===== src/rtl/curadc_rdo_pkg.sv =====
// Shared types and helpers for the current-ADC readout controller.
// Assumes: word widths of at least 9 bits, so the zero code is a power of two.
package curadc_rdo_pkg;

    // States of the integrator-swap guard sequencer
    typedef enum logic [1:0] {
        GRD_IDLE = 2'd0,
        GRD_PRE  = 2'd1,
        GRD_POST = 2'd2
    } grd_state_e;

    // Zero-input code of an offset-binary word of the given width
    function automatic int unsigned zero_code(input int unsigned wbits);
        return 32'd1 << (wbits - 8);
    endfunction

endpackage


===== src/rtl/curadc_rdo_sclk.sv =====
// Serial data clock generator.
// While run_i is high, dclk_o toggles every DIV_HALF system clocks, starting
// low. rise_o and fall_o flag the system cycle whose edge makes dclk_o go high
// or low. Assumes: run_i is dropped by its owner in the cycle of the final fall.
module curadc_rdo_sclk #(
    parameter int DIV_HALF = 4
) (
    input  logic clk,
    input  logic rst_n,
    input  logic run_i,
    output logic dclk_o,
    output logic rise_o,
    output logic fall_o
);
    localparam int CW = (DIV_HALF > 1) ? $clog2(DIV_HALF) : 1;

    logic [CW-1:0] cnt_q;
    logic          dclk_q;
    logic          tick;

    assign tick   = run_i && (cnt_q == CW'(DIV_HALF - 1));
    assign rise_o = tick && !dclk_q;
    assign fall_o = tick &&  dclk_q;
    assign dclk_o = dclk_q;

    // Half-period counter and clock flop, parked low when idle
    always_ff @(posedge clk) begin
        if (!rst_n || !run_i) begin
            cnt_q  <= '0;
            dclk_q <= 1'b0;
        end else if (tick) begin
            cnt_q  <= '0;
            dclk_q <= !dclk_q;
        end else begin
            cnt_q  <= cnt_q + 1'b1;
        end
    end


    idle_low_chk: assert property (@(posedge clk) disable iff (!rst_n)
        !run_i |=> !dclk_q);

endmodule


===== src/rtl/curadc_rdo_frame.sv =====
// Frame receiver: after start_i it latches the format, shifts one bit per
// data-clock rise (MSB first) and emits NCH words, highest channel first.
// The frame ends on the data-clock fall after the last bit.
// Assumes: rise_i/fall_i come from curadc_rdo_sclk driven by run_o.
module curadc_rdo_frame #(
    parameter int NCH    = 32,
    parameter int WMAX   = 20,
    parameter int WSHORT = 16
) (
    input  logic                      clk,
    input  logic                      rst_n,
    input  logic                      start_i,
    input  logic                      fmt20_i,
    input  logic                      sdata_i,
    input  logic                      rise_i,
    input  logic                      fall_i,
    output logic                      run_o,
    output logic [WMAX-1:0]           word_o,
    output logic [$clog2(NCH)-1:0]    chan_o,
    output logic                      valid_o,
    output logic signed [WMAX:0]      sval_o
);
    import curadc_rdo_pkg::*;

    localparam int CHW = $clog2(NCH);
    localparam int BW  = $clog2(WMAX);
    localparam logic signed [WMAX:0] OFS_L = (WMAX+1)'(zero_code(WMAX));
    localparam logic signed [WMAX:0] OFS_S = (WMAX+1)'(zero_code(WSHORT));

    logic                   run_q, fmt_q, last_q, valid_q;
    logic [BW-1:0]          bit_q, wtop;
    logic [CHW-1:0]         ch_q, chan_q;
    logic [WMAX-1:0]        sh_q, full, word_n, word_q;
    logic signed [WMAX:0]   ofs_v, sval_q;
    logic                   word_end;

    assign wtop     = fmt_q ? BW'(WMAX - 1) : BW'(WSHORT - 1);
    assign full     = {sh_q[WMAX-2:0], sdata_i};
    assign word_n   = fmt_q ? full : {{(WMAX-WSHORT){1'b0}}, full[WSHORT-1:0]};
    assign word_end = run_q && rise_i && (bit_q == wtop);
    assign ofs_v    = fmt_q ? OFS_L : OFS_S;

    // Frame activity flag and format latched at frame start
    always_ff @(posedge clk) begin
        if (!rst_n) begin
            run_q <= 1'b0;
            fmt_q <= 1'b1;
        end else if (start_i && !run_q) begin
            run_q <= 1'b1;
            fmt_q <= fmt20_i;
        end else if (run_q && fall_i && last_q) begin
            run_q <= 1'b0;
        end
    end

    // Bit and channel counters and the input shift register
    always_ff @(posedge clk) begin
        if (!rst_n) begin
            bit_q  <= '0;
            ch_q   <= CHW'(NCH - 1);
            last_q <= 1'b0;
            sh_q   <= '0;
        end else if (start_i && !run_q) begin
            bit_q  <= '0;
            ch_q   <= CHW'(NCH - 1);
            last_q <= 1'b0;
            sh_q   <= '0;
        end else if (run_q && rise_i) begin
            sh_q <= full;
            if (bit_q == wtop) begin
                bit_q <= '0;
                if (ch_q == '0) last_q <= 1'b1;
                else            ch_q   <= ch_q - 1'b1;
            end else begin
                bit_q <= bit_q + 1'b1;
            end
        end
    end

    // Registered word output with index, signed copy and strobe
    always_ff @(posedge clk) begin
        if (!rst_n) begin
            valid_q <= 1'b0;
            word_q  <= '0;
            chan_q  <= '0;
            sval_q  <= '0;
        end else begin
            valid_q <= word_end;
            if (word_end) begin
                word_q <= word_n;
                chan_q <= ch_q;
                sval_q <= $signed({1'b0, word_n}) - ofs_v;
            end
        end
    end

    assign run_o   = run_q;
    assign word_o  = word_q;
    assign chan_o  = chan_q;
    assign valid_o = valid_q;
    assign sval_o  = sval_q;


    bit_range_chk: assert property (@(posedge clk) disable iff (!rst_n)
        run_q |-> (bit_q <= wtop));

    strobe_single_chk: assert property (@(posedge clk) disable iff (!rst_n)
        valid_q |=> !valid_q);

    first_chan_chk: assert property (@(posedge clk) disable iff (!rst_n)
        $rose(run_q) |-> (ch_q == CHW'(NCH - 1)));

endmodule


===== src/rtl/curadc_rdo_guard.sv =====
// Integrator-swap sequencer. A request pulse is held until allow_i (no frame
// running or pending); then the data clock is kept quiet for GUARD_CYC cycles,
// conv_o toggles, and another GUARD_CYC quiet cycles follow. busy_o marks
// both windows. Assumes: the owner starts no frame while busy_o is high.
module curadc_rdo_guard #(
    parameter int GUARD_CYC = 1250
) (
    input  logic clk,
    input  logic rst_n,
    input  logic req_i,
    input  logic allow_i,
    output logic conv_o,
    output logic busy_o
);
    import curadc_rdo_pkg::*;

    localparam int GW = $clog2(GUARD_CYC + 1);

    grd_state_e    st_q;
    logic [GW-1:0] cnt_q;
    logic          pend_q, conv_q, go, win_end;

    assign go      = (st_q == GRD_IDLE) && pend_q && allow_i;
    assign win_end = (cnt_q == GW'(GUARD_CYC - 1));

    // Remember a swap request until the sequence is launched
    always_ff @(posedge clk) begin
        if (!rst_n) pend_q <= 1'b0;
        else        pend_q <= req_i || (pend_q && !go);
    end

    // Pre-guard, toggle, post-guard sequence
    always_ff @(posedge clk) begin
        if (!rst_n) begin
            st_q   <= GRD_IDLE;
            cnt_q  <= '0;
            conv_q <= 1'b0;
        end else begin
            case (st_q)
                GRD_IDLE: if (go) begin
                    st_q  <= GRD_PRE;
                    cnt_q <= '0;
                end
                GRD_PRE: if (win_end) begin
                    st_q   <= GRD_POST;
                    cnt_q  <= '0;
                    conv_q <= !conv_q;
                end else begin
                    cnt_q <= cnt_q + 1'b1;
                end
                GRD_POST: if (win_end) begin
                    st_q <= GRD_IDLE;
                end else begin
                    cnt_q <= cnt_q + 1'b1;
                end
                default: st_q <= GRD_IDLE;
            endcase
        end
    end

    assign conv_o = conv_q;
    assign busy_o = (st_q != GRD_IDLE);


    conv_hold_chk: assert property (@(posedge clk) disable iff (!rst_n)
        ((st_q == GRD_IDLE) && !allow_i) |=> $stable(conv_q));

endmodule


===== src/rtl/curadc_readout.sv =====
// Top of the current-ADC readout controller. It resynchronises the ready
// line, turns its falling edge into a frame request, arbitrates frames
// against the integrator-swap guard, and flags ready edges that arrive mid-frame.
// Assumes: sdata_i changes only in response to dclk_o falls.
module curadc_readout #(
    parameter int NCH       = 32,
    parameter int WMAX      = 20,
    parameter int WSHORT    = 16,
    parameter int DIV_HALF  = 4,
    parameter int GUARD_CYC = 1250
) (
    input  logic                      clk,
    input  logic                      rst_n,
    input  logic                      fmt20_i,
    input  logic                      conv_req_i,
    input  logic                      drdy_n_i,
    input  logic                      sdata_i,
    output logic                      dclk_o,
    output logic                      conv_o,
    output logic [WMAX-1:0]           word_o,
    output logic [$clog2(NCH)-1:0]    chan_o,
    output logic                      word_valid_o,
    output logic signed [WMAX:0]      word_signed_o,
    output logic                      overrun_o
);
    logic dv_s1, dv_s2, dv_s3, dv_fall;
    logic dv_pend_q, ovr_q;
    logic run, start, gbusy, rise, fall, dclk;

    assign dv_fall = dv_s3 && !dv_s2;
    assign start   = dv_pend_q && !run && !gbusy;

    // Two-flop resynchroniser plus edge-history flop for the ready line
    always_ff @(posedge clk) begin
        if (!rst_n) {dv_s1, dv_s2, dv_s3} <= 3'b111;
        else        {dv_s1, dv_s2, dv_s3} <= {drdy_n_i, dv_s1, dv_s2};
    end

    // Pending frame request and sticky overrun flag
    always_ff @(posedge clk) begin
        if (!rst_n) begin
            dv_pend_q <= 1'b0;
            ovr_q     <= 1'b0;
        end else begin
            if (start)               dv_pend_q <= 1'b0;
            else if (dv_fall && !run) dv_pend_q <= 1'b1;
            if (dv_fall && run)      ovr_q     <= 1'b1;
        end
    end

    curadc_rdo_sclk #(.DIV_HALF(DIV_HALF)) u_sclk (
        .clk(clk), .rst_n(rst_n), .run_i(run),
        .dclk_o(dclk), .rise_o(rise), .fall_o(fall)
    );

    curadc_rdo_frame #(.NCH(NCH), .WMAX(WMAX), .WSHORT(WSHORT)) u_frame (
        .clk(clk), .rst_n(rst_n), .start_i(start), .fmt20_i(fmt20_i),
        .sdata_i(sdata_i), .rise_i(rise), .fall_i(fall), .run_o(run),
        .word_o(word_o), .chan_o(chan_o), .valid_o(word_valid_o),
        .sval_o(word_signed_o)
    );

    curadc_rdo_guard #(.GUARD_CYC(GUARD_CYC)) u_guard (
        .clk(clk), .rst_n(rst_n), .req_i(conv_req_i),
        .allow_i(!run && !dv_pend_q), .conv_o(conv_o), .busy_o(gbusy)
    );

    assign dclk_o    = dclk;
    assign overrun_o = ovr_q;


    overrun_sticky_chk: assert property (@(posedge clk) disable iff (!rst_n)
        ovr_q |=> ovr_q);

    guard_quiet_chk: assert property (@(posedge clk) disable iff (!rst_n)
        gbusy |=> $stable(dclk));

    frame_guard_excl_chk: assert property (@(posedge clk) disable iff (!rst_n)
        !(run && gbusy));

    start_needs_edge_chk: assert property (@(posedge clk) disable iff (!rst_n)
        $rose(run) |-> $past(dv_pend_q));

endmodule


===== config.mk =====
export PLATFORM = sky130hd
export DESIGN_NAME = curadc_readout
export DESIGN_NICKNAME = d
export VERILOG_FILES = /design/src/rtl/curadc_rdo_pkg.sv /design/src/rtl/curadc_rdo_sclk.sv /design/src/rtl/curadc_rdo_frame.sv /design/src/rtl/curadc_rdo_guard.sv /design/src/rtl/curadc_readout.sv
export SDC_FILE = /design/constraint.sdc
export NUM_CORES = 1
export LEC_CHECK = 0
export BUFFER_PORTS_ARGS = -buffer_cell sky130_fd_sc_hd__buf_2
export CORE_ASPECT_RATIO = 0.8
export CORE_MARGIN = 2
export CORE_UTILIZATION = 61
export CTS_CLUSTER_DIAMETER = 80
export DETAILED_ROUTE_END_ITERATION = 8
export GPL_ROUTABILITY_DRIVEN = 0
export GPL_TIMING_DRIVEN = 0
export HOLD_SLACK_MARGIN = 0.15
export PLACE_DENSITY = 0.93
export SLEW_MARGIN = 30
export SYNTH_ARGS = -nofsm -noshare
export SYNTH_HDL_FRONTEND = slang
export SYNTH_SLANG_ARGS = --single-unit

===== constraint.sdc =====
create_clock -name clk -period 4.1 [get_ports clk]
set_clock_uncertainty 0.05 [all_clocks]
set_input_delay 0.82 -clock clk [delete_from_list [all_inputs] [get_ports clk]]
set_output_delay 0.82 -clock clk [all_outputs]
set_load 0.03 [all_outputs]

==> results.md, run 1 <==
- Final worst setup slack: between 1 and 1.5 ns
- Seq/Total Area, Yosys: 45.0%
- PwrDens: 347 mW/mm^2
- Worst path required time: 4.32 ns
- Sequential Power Share: ~56%
- Inserted Clock Buffers: 9
- Slew headroom: 54.1%
- Placed Instances: ~640
- Max rail drop VDD: between 0.3 and 0.4 mV
- Post-synth ARST share: 0%
- CTS max path bufs: 2
- Clk sink count: 94
- Pre-antenna DRT Iters: 5
- Vias in the first global route: between 3000 and 4000
- Crit-path max FO: 10
- Ranking of synthesized cells by area: dfxtp_1, nand2_1, a21oi_1
- Routed wire length: around 10000 um
- PortBufs: 55
- Crit path time final: 2.63 ns
- Net Sw Frac: approximately 28%
- Top-count cell post-synth: nand2_1
- Yosys top cell by area: dfxtp_1
- Final Setup Violations: 0
- NetSw: about 460 uW
- Combinational share of power: 8.6%
- Tcrit/Tclk final: between 60% and 70%
- Core area: approximately 0.0065 mm^2
- Die Ht: between 70 and 80 um
- Die Wd: just under 100 um
- Fillcell total: 480
- Skew-Pair Late Insertion Delay: ~0.37 ns
- Register Area: approximately 0.0019 mm^2
- DRC violations left: 0
- Diodes inserted: 0
- WP data arrival: between 2 and 3 ns
- Rows: 26
- IO Pins: 56
- Net Count, Synth: ~520
- Fin. Hold Viols: 0
- Clock network power share: a little over a third
- Max Slew Vio Count: 0
- Crit path to: u_frame.sval_o[19]
- CP Capture Type: register
- Leakage: between 0.0015 and 0.002 uW
- Largest net degree at the start of global routing: 18
- Initial antenna violation count: 0
- Number of non-filler instances in the completed layout: 654
- Total number of vias: approximately 4000
- Post-CTS Resized: 0
- GR Util All Layers: between 20 and 30%
- GRT Residual Overflow: 0
- WHS: about 0.37 ns
- Yosys reg bits: 94
- Initial Utilization: between 60% and 70%
- Reg2Reg Depth: 7
- Post-synth top cells: nand2_1, dfxtp_1, a21oi_1, nor2_1, clkbuf_1
- Critical path, cell by cell: clkbuf_1 > inv_1 > ha_1 > or4_1 > a211oi_1 > a21oi_1 > o41ai_1
- Util after Layout: roughly 73%
- Reg-to-Reg Start: u_frame.fmt_q
- Multi-input gate area: just over 0.002 mm^2
- Post-synth EDFFs: 0
- First-pass GRT wire length: approximately 17000 um
- 1st-iter DRT viols: a little over 400
- Pre-CTS setup slack: around 1.6 ns
- Crit path kind: register to register
- Mapped Cells: 499
- Antenna Nets Post-Route: 0
- H-tree Lvls: 3
- Number of nets in the layout: 585
- Int Power: around 1200 uW
- Setup TNS: 0 ns
- Worst setup path start: u_frame.fmt_q
- Share of the synthesized area in the top cell type: between 40% and 50%
- Routed wire per std cell: about 16 um
- Layout cells sized above 1: approximately 17%
- R2R setup slack: around 1.5 ns
- Clk root buf: clkbuf_8
- CP max stage cell: or4_1
- Top_reg_cell synth: dfxtp_1
- Setup repair bufs after CTS: 0
- Worst Hold Class: register to register
- Unrepaired setup endpoints after global routing: false
- Status: complete, no violations
- Setup crit start kind: register
- Vias per inst: just over 6
- Synth Area per Inst: 8.37 um^2
- Hold_buf cts: 0
- Least-Margin Pin Slew: ~0.68 ns
- Max Cap Violations: 0
- Reg-to-reg critical path endpoint: u_frame.sval_o[19]
- Die ar.: between 0.007 and 0.008 mm^2
- Synth Cell Area: about 0.0042 mm^2
- YS warnings: 0
- Max stage delay on crit path: approximately 0.49 ns
- CTS tree: yes
- Clock-pin slew on the worst setup and hold paths: approximately 0.1 ns
- Dpl hpwl: 7450 um
- Unique masters post-synth: 56
- Area Overhead vs Synth: 13.6%
- Hold path startpoint: dv_s1
- Upper clock frequency limit: around 0.38 GHz
[stage by stage]
stage          instance area, um^2  total power [uW]
2_1_floorplan                 4180              1040
3_3_place_gp                  4560              1070
3_5_place_dp                  4560              1080
4_1_cts                       4740              1640
5_1_grt                       4750              1700
6_report                      4750              1650
[cells by family after synthesis]
| kind of cell | synth area share [%] |
|---|---|
| xor gates and xnor gates | 2.31 |
| and+or+nand+nor | 22.4 |
| DFF | 45.0 |
| adders and majority gates | 4.19 |
| AOI/OAI and AO/OA | 20.2 |
| buffers and inverters | 5.93 |
[layout by cell type (no fill, tap or decap), drive strengths merged, types with 5 or more instances in the layout]
| cell type | n |
|---|---|
| a211oi | 19 |
| a21oi | 62 |
| a31oi | 8 |
| buf | 72 |
| clkbuf | 31 |
| dfxtp | 94 |
| ha | 14 |
| inv | 20 |
| nand2 | 108 |
| nand3 | 12 |
| nand4 | 7 |
| nor2 | 24 |
| o21ai | 14 |
| or4 | 5 |
| xnor2 | 7 |
[power by group through the flow]
stage                     Sequential [uW]  Combinational (uW)  Clock, uW
final                                 926                 142        579
after detailed placement              947                 135          0
after floorplan                       946                96.7          0
after global routing                  927                 153        616
after CTS                             926                 137        575
after global placement                947                 128          0
[registers in the layout, indices dropped and copies added (netlist names), 2 cells and up]
name            cells
u_frame.sval_o     21
u_frame.sh_q       19
u_frame.word_o     12
u_guard.cnt_q      11
u_frame.bit_q       5
u_frame.ch_q        5
u_frame.chan_o      5
u_guard.st_q        2
u_sclk.cnt_q        2
[critical path, delay by kind of cell (launching register included)]
family | cells | cell delay [ns]
flops | 1 | 0.47
fa+ha+maj | 1 | 0.27
buf+inv | 2 | 0.54
compound gates | 3 | 0.70
simple gates | 1 | 0.49
[worst min-delay path by stage]
stage | endpoint | depth (start not counted)
global placement | dv_s2 | 1
floorplan | dv_s2 | 1
CTS | dv_s2 | 1
global route | dv_s2 | 1
detailed placement | dv_s2 | 1
finish | dv_s2 | 1
[area by class of cell]
class	instances	share of cell area (%)
Buffer	38	3.88
Clock buffer	10	2.69
Inverter	17	1.34
Clock inverter	6	1.11
Multi-Input combinational cell	350	43.3
Tap cell	84	2.21
Timing Repair Buffer	55	5.80
Sequential cell	94	39.7
[per-layer routing]
layer / vias up / track usage [%] / wire length (um)
met4: 0 / 8.03 / 189
met1: 1857 / 38.2 / 4360
met3: 27 / 7.01 / 889
met5: - / 0 / 0
met2: 199 / 45.9 / 4950
li1: 1884 / - / -
No activity file was read; power rests on OpenSTA's default activity.
==> run 2, diff against run 1 <==
--- a/config.mk
+++ b/config.mk
@@ -5,16 +5,17 @@
 export SDC_FILE = /design/constraint.sdc
 export NUM_CORES = 1
 export LEC_CHECK = 0
+export ABC_AREA = 1
 export BUFFER_PORTS_ARGS = -buffer_cell sky130_fd_sc_hd__buf_2
 export CORE_ASPECT_RATIO = 0.8
 export CORE_MARGIN = 2
-export CORE_UTILIZATION = 61
+export CORE_UTILIZATION = 52
 export CTS_CLUSTER_DIAMETER = 80
 export DETAILED_ROUTE_END_ITERATION = 8
 export GPL_ROUTABILITY_DRIVEN = 0
 export GPL_TIMING_DRIVEN = 0
 export HOLD_SLACK_MARGIN = 0.15
-export PLACE_DENSITY = 0.93
+export PLACE_DENSITY = 0.85
 export SLEW_MARGIN = 30
 export SYNTH_ARGS = -nofsm -noshare
 export SYNTH_HDL_FRONTEND = slang
==> constraint.sdc (replaced) <==
create_clock -name clk -period 2.3 [get_ports clk]
set_clock_uncertainty 0.05 [all_clocks]
set_input_delay 0.46 -clock clk [delete_from_list [all_inputs] [get_ports clk]]
set_output_delay 0.46 -clock clk [all_outputs]
set_load 0.03 [all_outputs]
==> results.md, run 2 <==
- Status: complete, no violations
- Max reg flops: 21
- Share of the synthesized area in the top cell type: 44.6%
- 1st-iter DRT viols: 280
- YS warnings: 0
- Top_reg_cell synth: dfxtp_1
- Unique masters post-synth: 36
- Layout cells sized above 1: approximately 19%
- Net Count, Synth: between 500 and 600
- Crit path kind: register to register
- Reg-to-Reg Start: u_guard.st_q[0]
- Max Slew Vio Count: 0
- Die Wd: 105 um
- Ranking of synthesized cells by area: dfxtp_1, nand2_1, a21oi_1
- Final Setup Violations: 0
- WP data arrival: between 2 and 2.5 ns
- Setup TNS: 0 ns
- Most frequent cells in the layout: nand2_1, dfxtp_1, inv_1, buf_2, a21oi_1
- Max rail drop VDD: 0.344 mV
- Crit path time final: around 2 ns
- Largest net degree at the start of global routing: 16
- Hold depth: 2
- Diodes inserted: 0
- Crit-path max FO: 10
- Final worst setup slack: 0.266 ns
- GRT Residual Overflow: 0
- R2R setup slack: between 0.2 and 0.3 ns
- Slew headroom: between 60 and 70%
- Initial Utilization: a little over half
- Yosys top cell by area: dfxtp_1
- Top-count cell post-synth: nand2_1
- Final Cell Area: ~0.0048 mm^2
- Dpl hpwl: between 7000 and 8000 um
- Setup crit start kind: register
- Clock-pin slew on the worst setup and hold paths: roughly 0.09 ns
- PwrDens: roughly 670 mW/mm^2
- DRC violations left: 0
- Synth Cell Area: 0.00422 mm^2
- Area Overhead vs Synth: 14.5%
- Post-synth EDFFs: 0
- Reg2Reg Depth: 10
- Die ar.: between 0.008 and 0.009 mm^2
- GR Util All Layers: 23.8%
- First-pass GRT wire length: approximately 17000 um
- Fillcell total: ~730
- Commonest non-fill, non-tap cell in the layout: nand2_1
- Vias per inst: 5.33
- Leakage: approximately 0.0023 uW
- Worst Hold Class: input pin to register
- CTS tree: yes
- Routed wire length: between 10000 and 15000 um
- Hold path startpoint: drdy_n_i
- Unrepaired setup endpoints after global routing: false
- Total number of vias: a little under 4000
- Number of nets in the layout: 638
- Least-Margin Pin Slew: between 0.5 and 0.6 ns
- CTS max path bufs: 2
- Tcrit/Tclk final: between 80% and 90%
- Synth Area per Inst: 7.65 um^2
- Routed wire per std cell: between 10 and 15 um
- Fin. Hold Viols: 0
- Hold Path End: dv_s1
- Core area: approximately 0.0079 mm^2
- DP Area: approximately 0.0046 mm^2
- Rows: 29
- Vias in the first global route: about 3600
- Antenna Nets Post-Route: 0
- Clk sink count: 94
- PortBufs: 55
- Max Cap Violations: 0
- Die Ht: ~85 um
- H-tree Lvls: 3
- IO Pins: 56
- Clk root buf: clkbuf_8
- Post-synth top cells: nand2_1, dfxtp_1, inv_1, a21oi_1, nand3_1
- Util after Layout: 61.1%
- Initial antenna violation count: 0
- Reg-to-reg critical path endpoint: u_frame.sh_q[8]
- Setup repair bufs after CTS: 0
- WHS: between 0.2 and 0.25 ns
- Pre-CTS setup slack: 0.274 ns
- Multi-input gate area: 0.00193 mm^2
- Post-synth ARST share: 0%
- Pre-antenna DRT Iters: 5
- Inserted Clock Buffers: 9
- Skew-Pair Late Insertion Delay: about 0.36 ns
- Upper clock frequency limit: 0.492 GHz
- Register Area: approximately 0.0019 mm^2
- Mapped Cells: 552
- Yosys reg bits: 94
- CP Capture Type: register
- Seq/Total Area, Yosys: about 45%
- Worst path required time: 2.54 ns
-- run 2: repair_timing --
action | 4_1_cts | 5_1_grt
hold buffers | 0 | 0
setup endpoints to repair | 0 | 1
gates resized for setup | 0 | 1
-- run 2: layout make-up --
type | instances | share of cell area [%]
Inverter | 65 | 5.05
Tap cell | 108 | 2.80
Clock inverter | 5 | 1.22
Multi-Input combinational cell | 366 | 39.8
Buffer | 27 | 3.57
Sequential cell | 94 | 38.9
Clock buffer | 11 | 2.92
Timing Repair Buffer | 55 | 5.69
-- run 2: kinds of logic after synthesis --
family,Yosys count,synth area share [%]
AOI/OAI and AO/OA,122,15.9
xor gates and xnor gates,6,1.25
adders and majority gates,14,4.15
buffers and inverters,92,9.87
DFF,94,44.6
and+or+nand+nor,224,24.2
-- run 2: worst max-delay path by stage --
stage | from | endpoint | slack [ns] | cells past startpoint
2_1_floorplan | u_frame.fmt_q | u_frame.sval_o[18] | 0.61 | 12
3_3_place_gp | u_frame.fmt_q | u_frame.sval_o[18] | 0.28 | 12
3_5_place_dp | u_frame.fmt_q | u_frame.sval_o[18] | 0.27 | 12
4_1_cts | u_frame.fmt_q | u_frame.sval_o[18] | 0.25 | 12
5_1_grt | u_frame.fmt_q | u_frame.sval_o[18] | 0.06 | 12
6_report | u_guard.st_q[0] | u_frame.sh_q[8] | 0.27 | 10
-- run 2: where the power goes --
group	switching [uW]	total (uW)	internal [uW]
Clock	572	1100	533
Combinational	302	442	141
Sequential	20.2	1670	1650
Total	894	3220	2320
-- run 2: per-layer routing --
layer	vias up	wire (um)	track usage (%)	part of all wire [%]
met1	1783	4640	32.8	46
met3	13	895	4.89	8.9
met4	0	135	7.39	1.3
met5	-	0	0	0
li1	1932	-	-	-
met2	167	4350	37.6	43
-- run 2: through the flow --
stage | total power (uW) | std cells
3_5_place_dp | 2140 | 715
5_1_grt | 3350 | 731
2_1_floorplan | 2030 | 552
6_report | 3220 | 731
3_3_place_gp | 2120 | 715
4_1_cts | 3220 | 731
-- run 2: worst max-delay path: stages, from the launching register on --
cell	delay (ns)
dfxtp_1	0.36
inv_1	0.10
ha_1	0.24
inv_1	0.08
nor2_2	0.04
nand2_1	0.10
inv_1	0.05
nor2_1	0.28
clkbuf_1	0.36
o21ai_0	0.17
a21oi_1	0.14
==> run 3, diff against run 2 <==
--- a/config.mk
+++ b/config.mk
@@ -9,13 +9,13 @@
 export BUFFER_PORTS_ARGS = -buffer_cell sky130_fd_sc_hd__buf_2
 export CORE_ASPECT_RATIO = 0.8
 export CORE_MARGIN = 2
-export CORE_UTILIZATION = 52
+export CORE_UTILIZATION = 57
 export CTS_CLUSTER_DIAMETER = 80
 export DETAILED_ROUTE_END_ITERATION = 8
 export GPL_ROUTABILITY_DRIVEN = 0
 export GPL_TIMING_DRIVEN = 0
 export HOLD_SLACK_MARGIN = 0.15
-export PLACE_DENSITY = 0.85
+export PLACE_DENSITY = 0.88
 export SLEW_MARGIN = 30
 export SYNTH_ARGS = -nofsm -noshare
 export SYNTH_HDL_FRONTEND = slang
==> constraint.sdc (replaced) <==
create_clock -name clk -period 2.15 [get_ports clk]
set_clock_uncertainty 0.05 [all_clocks]
set_input_delay 0.43 -clock clk [delete_from_list [all_inputs] [get_ports clk]]
set_output_delay 0.43 -clock clk [all_outputs]
set_load 0.03 [all_outputs]
==> results.md, run 3 (synthesis gave the netlist of run 2 again) <==
- Area Overhead vs Synth: 14.6%
- Most frequent cells in the layout: nand2_1, dfxtp_1, inv_1, buf_2, a21oi_1
- Net Sw Frac: between 20% and 30%
- Commonest non-fill, non-tap cell in the layout: nand2_1
- Setup crit start kind: register
- Core area: approximately 0.0073 mm^2
- Upper clock frequency limit: 0.494 GHz
- Rows: 28
- CP Capture Type: register
- Antenna Nets Post-Route: 0
- First-pass GRT wire length: around 17000 um
- Reg2Reg Depth: 12
- WHS: between 0.15 and 0.2 ns
- Max Cap Violations: 0
- GRT Max-Usage Layer: met2
- Crit path kind: register to register
- Hold depth: 2
- Multi-input gate area: about 0.0019 mm^2
- Clock-pin slew on the worst setup and hold paths: ~0.090 ns
- Hold Path End: dv_s1
- Max rail drop VDD: slightly below 0.4 mV
- Routed wire per std cell: between 10 and 15 um
- Tcrit/Tclk final: a little over nine tenths
- WP data arrival: about 2.3 ns
- Setup TNS: 0 ns
- Final Cell Area: 0.00484 mm^2
- DP Area: about 0.0046 mm^2
- Reg-to-Reg Start: u_frame.fmt_q
- Die ar.: 0.00811 mm^2
- R2R setup slack: roughly 0.13 ns
- PortBufs: between 50 and 60
- Diodes inserted: 0
- PwrDens: between 700 and 800 mW/mm^2
- Vias in the first global route: 3589
- Worst path required time: ~2.4 ns
- Int Power: about 2600 uW
- Dpl hpwl: roughly 7400 um
- CP most frequent cell: nand2_1
- Combinational share of power: between 10% and 20%
- Clk sink count: 94
- Status: complete, no violations
- Die Wd: ~100 um
- Max Slew Vio Count: 0
- GR Util All Layers: between 20% and 30%
- Largest net degree at the start of global routing: 15
- DRC violations left: 0
- Worst Hold Class: input pin to register
- Total number of vias: approximately 3900
- M1 GR Usage: around a third
- IO Pins: between 50 and 60
- Crit path time final: 2.02 ns
- CTS max path bufs: 2
- Least-Margin Pin Slew: 0.577 ns
- Routing usage on met2: a little over two fifths
- Pre-antenna DRT Iters: 5
- CP max stage cell: dfxtp_1
- Crit-path max FO: 6
- Vias per inst: around 5.5
- Critical path, cell by cell: inv_2 > ha_1 > ha_1 > nand3_1 > nand2_1 > nand2_1 > nor2_4 > nand3_1 > nand2_1 > nand3_1 > nand2_1 > inv_1
- H-tree Lvls: 3
- Fin. Hold Viols: 0
- Final Setup Violations: 0
- GRT Residual Overflow: 0
- Max reg flops: 21
- Initial Utilization: approximately 58%
- Clock network power share: a little over a third
- Total chip power: between 3000 and 4000 uW
- Hold path startpoint: drdy_n_i
- Register Area: ~0.0019 mm^2
- Fillcell total: between 500 and 600
- Initial antenna violation count: 0
- CTS tree: yes
- Skew-Pair Late Insertion Delay: roughly 0.38 ns
- Inserted Clock Buffers: 9
- Reg-to-reg critical path endpoint: u_frame.sval_o[18]
- Clk root buf: clkbuf_8
- Hold_buf cts: 0
- Max stage delay on crit path: around 0.39 ns
- Worst setup path start: u_frame.fmt_q
- Met3 Use GR: just over 7%
- Unrepaired setup endpoints after global routing: false
- Sequential Power Share: 50.6%
- Routed wire length: 10200 um
- 1st-iter DRT viols: around 320
- Layout cells sized above 1: roughly a fifth
- Number of nets in the layout: between 600 and 700
- Die Ht: 81.0 um
- NetSw: approximately 950 uW
- Slew headroom: 61.5%
- Leakage: 0.00233 uW
run 3: cell count changes in the layout (fill, tap and decap cells not counted):
| cell | before | now |
|---|---|---|
| clkbuf_8 | 10 | 13 |
| clkbuf_1 | 10 | 9 |
| clkbuf_2 | 0 | 1 |
| clkinv_2 | 1 | 0 |
| clkinv_4 | 1 | 0 |
| clkinvlp_4 | 2 | 1 |
| nor2_2 | 2 | 1 |
| nor2_4 | 2 | 3 |
run 3: layer usage:
metal	up-vias	part of all wire [%]
met4	0	1.5
met2	181	45
met5	-	0
met1	1789	44
met3	25	9.5
li1	1933	-
run 3: what timing repair did:
item	in CTS	in global routing
endpoints found under the setup margin	0	12
setup buffers	0	0
gates resized for setup	0	4
run 3: how the worst max path moves through the flow:
| stage | endpoint | depth (start not counted) |
|---|---|---|
| 5_1_grt | u_frame.sh_q[13] | 10 |
| 3_5_place_dp | u_frame.sval_o[18] | 12 |
| 4_1_cts | u_frame.sval_o[18] | 12 |
| 3_3_place_gp | u_frame.sval_o[18] | 12 |
| 2_1_floorplan | u_frame.sval_o[18] | 12 |
| 6_report | u_frame.sval_o[18] | 12 |
run 3: area by class of cell:
class	instances	area share (%)
multi-input combinational	366	39.9
sequential	94	38.9
timing repair buffer	55	5.69
inverter	65	5.04
clock buffer	14	3.78
buffer	27	3.59
tap	90	2.33
clock inverter	2	0.776
run 3: power groups by stage:
stage | Combinational (uW) | Clock [uW] | Sequential (uW)
6_report | 473 | 1270 | 1790
5_1_grt | 524 | 1340 | 1790
4_1_cts | 464 | 1270 | 1780
3_5_place_dp | 462 | 0 | 1830
3_3_place_gp | 446 | 0 | 1820
2_1_floorplan | 354 | 0 | 1820
run 3: worst max-delay path: cells and delay by family (launching register included):
family	cells	cell delay [ns]
simple gates	8	0.84
fa+ha+maj	2	0.46
flops	1	0.39
buf+inv	2	0.18
run 3: metrics by stage:
step / std cells / setup slack [ns] / utilization (%)
6_report: 713 / 0.126 / 66.4
5_1_grt: 713 / 0.0113 / 66.4
4_1_cts: 713 / 0.0435 / 66.3
3_5_place_dp: 697 / 0.0874 / 63.3
3_3_place_gp: 697 / 0.169 / 63.3
2_1_floorplan: 552 / 0.465 / -
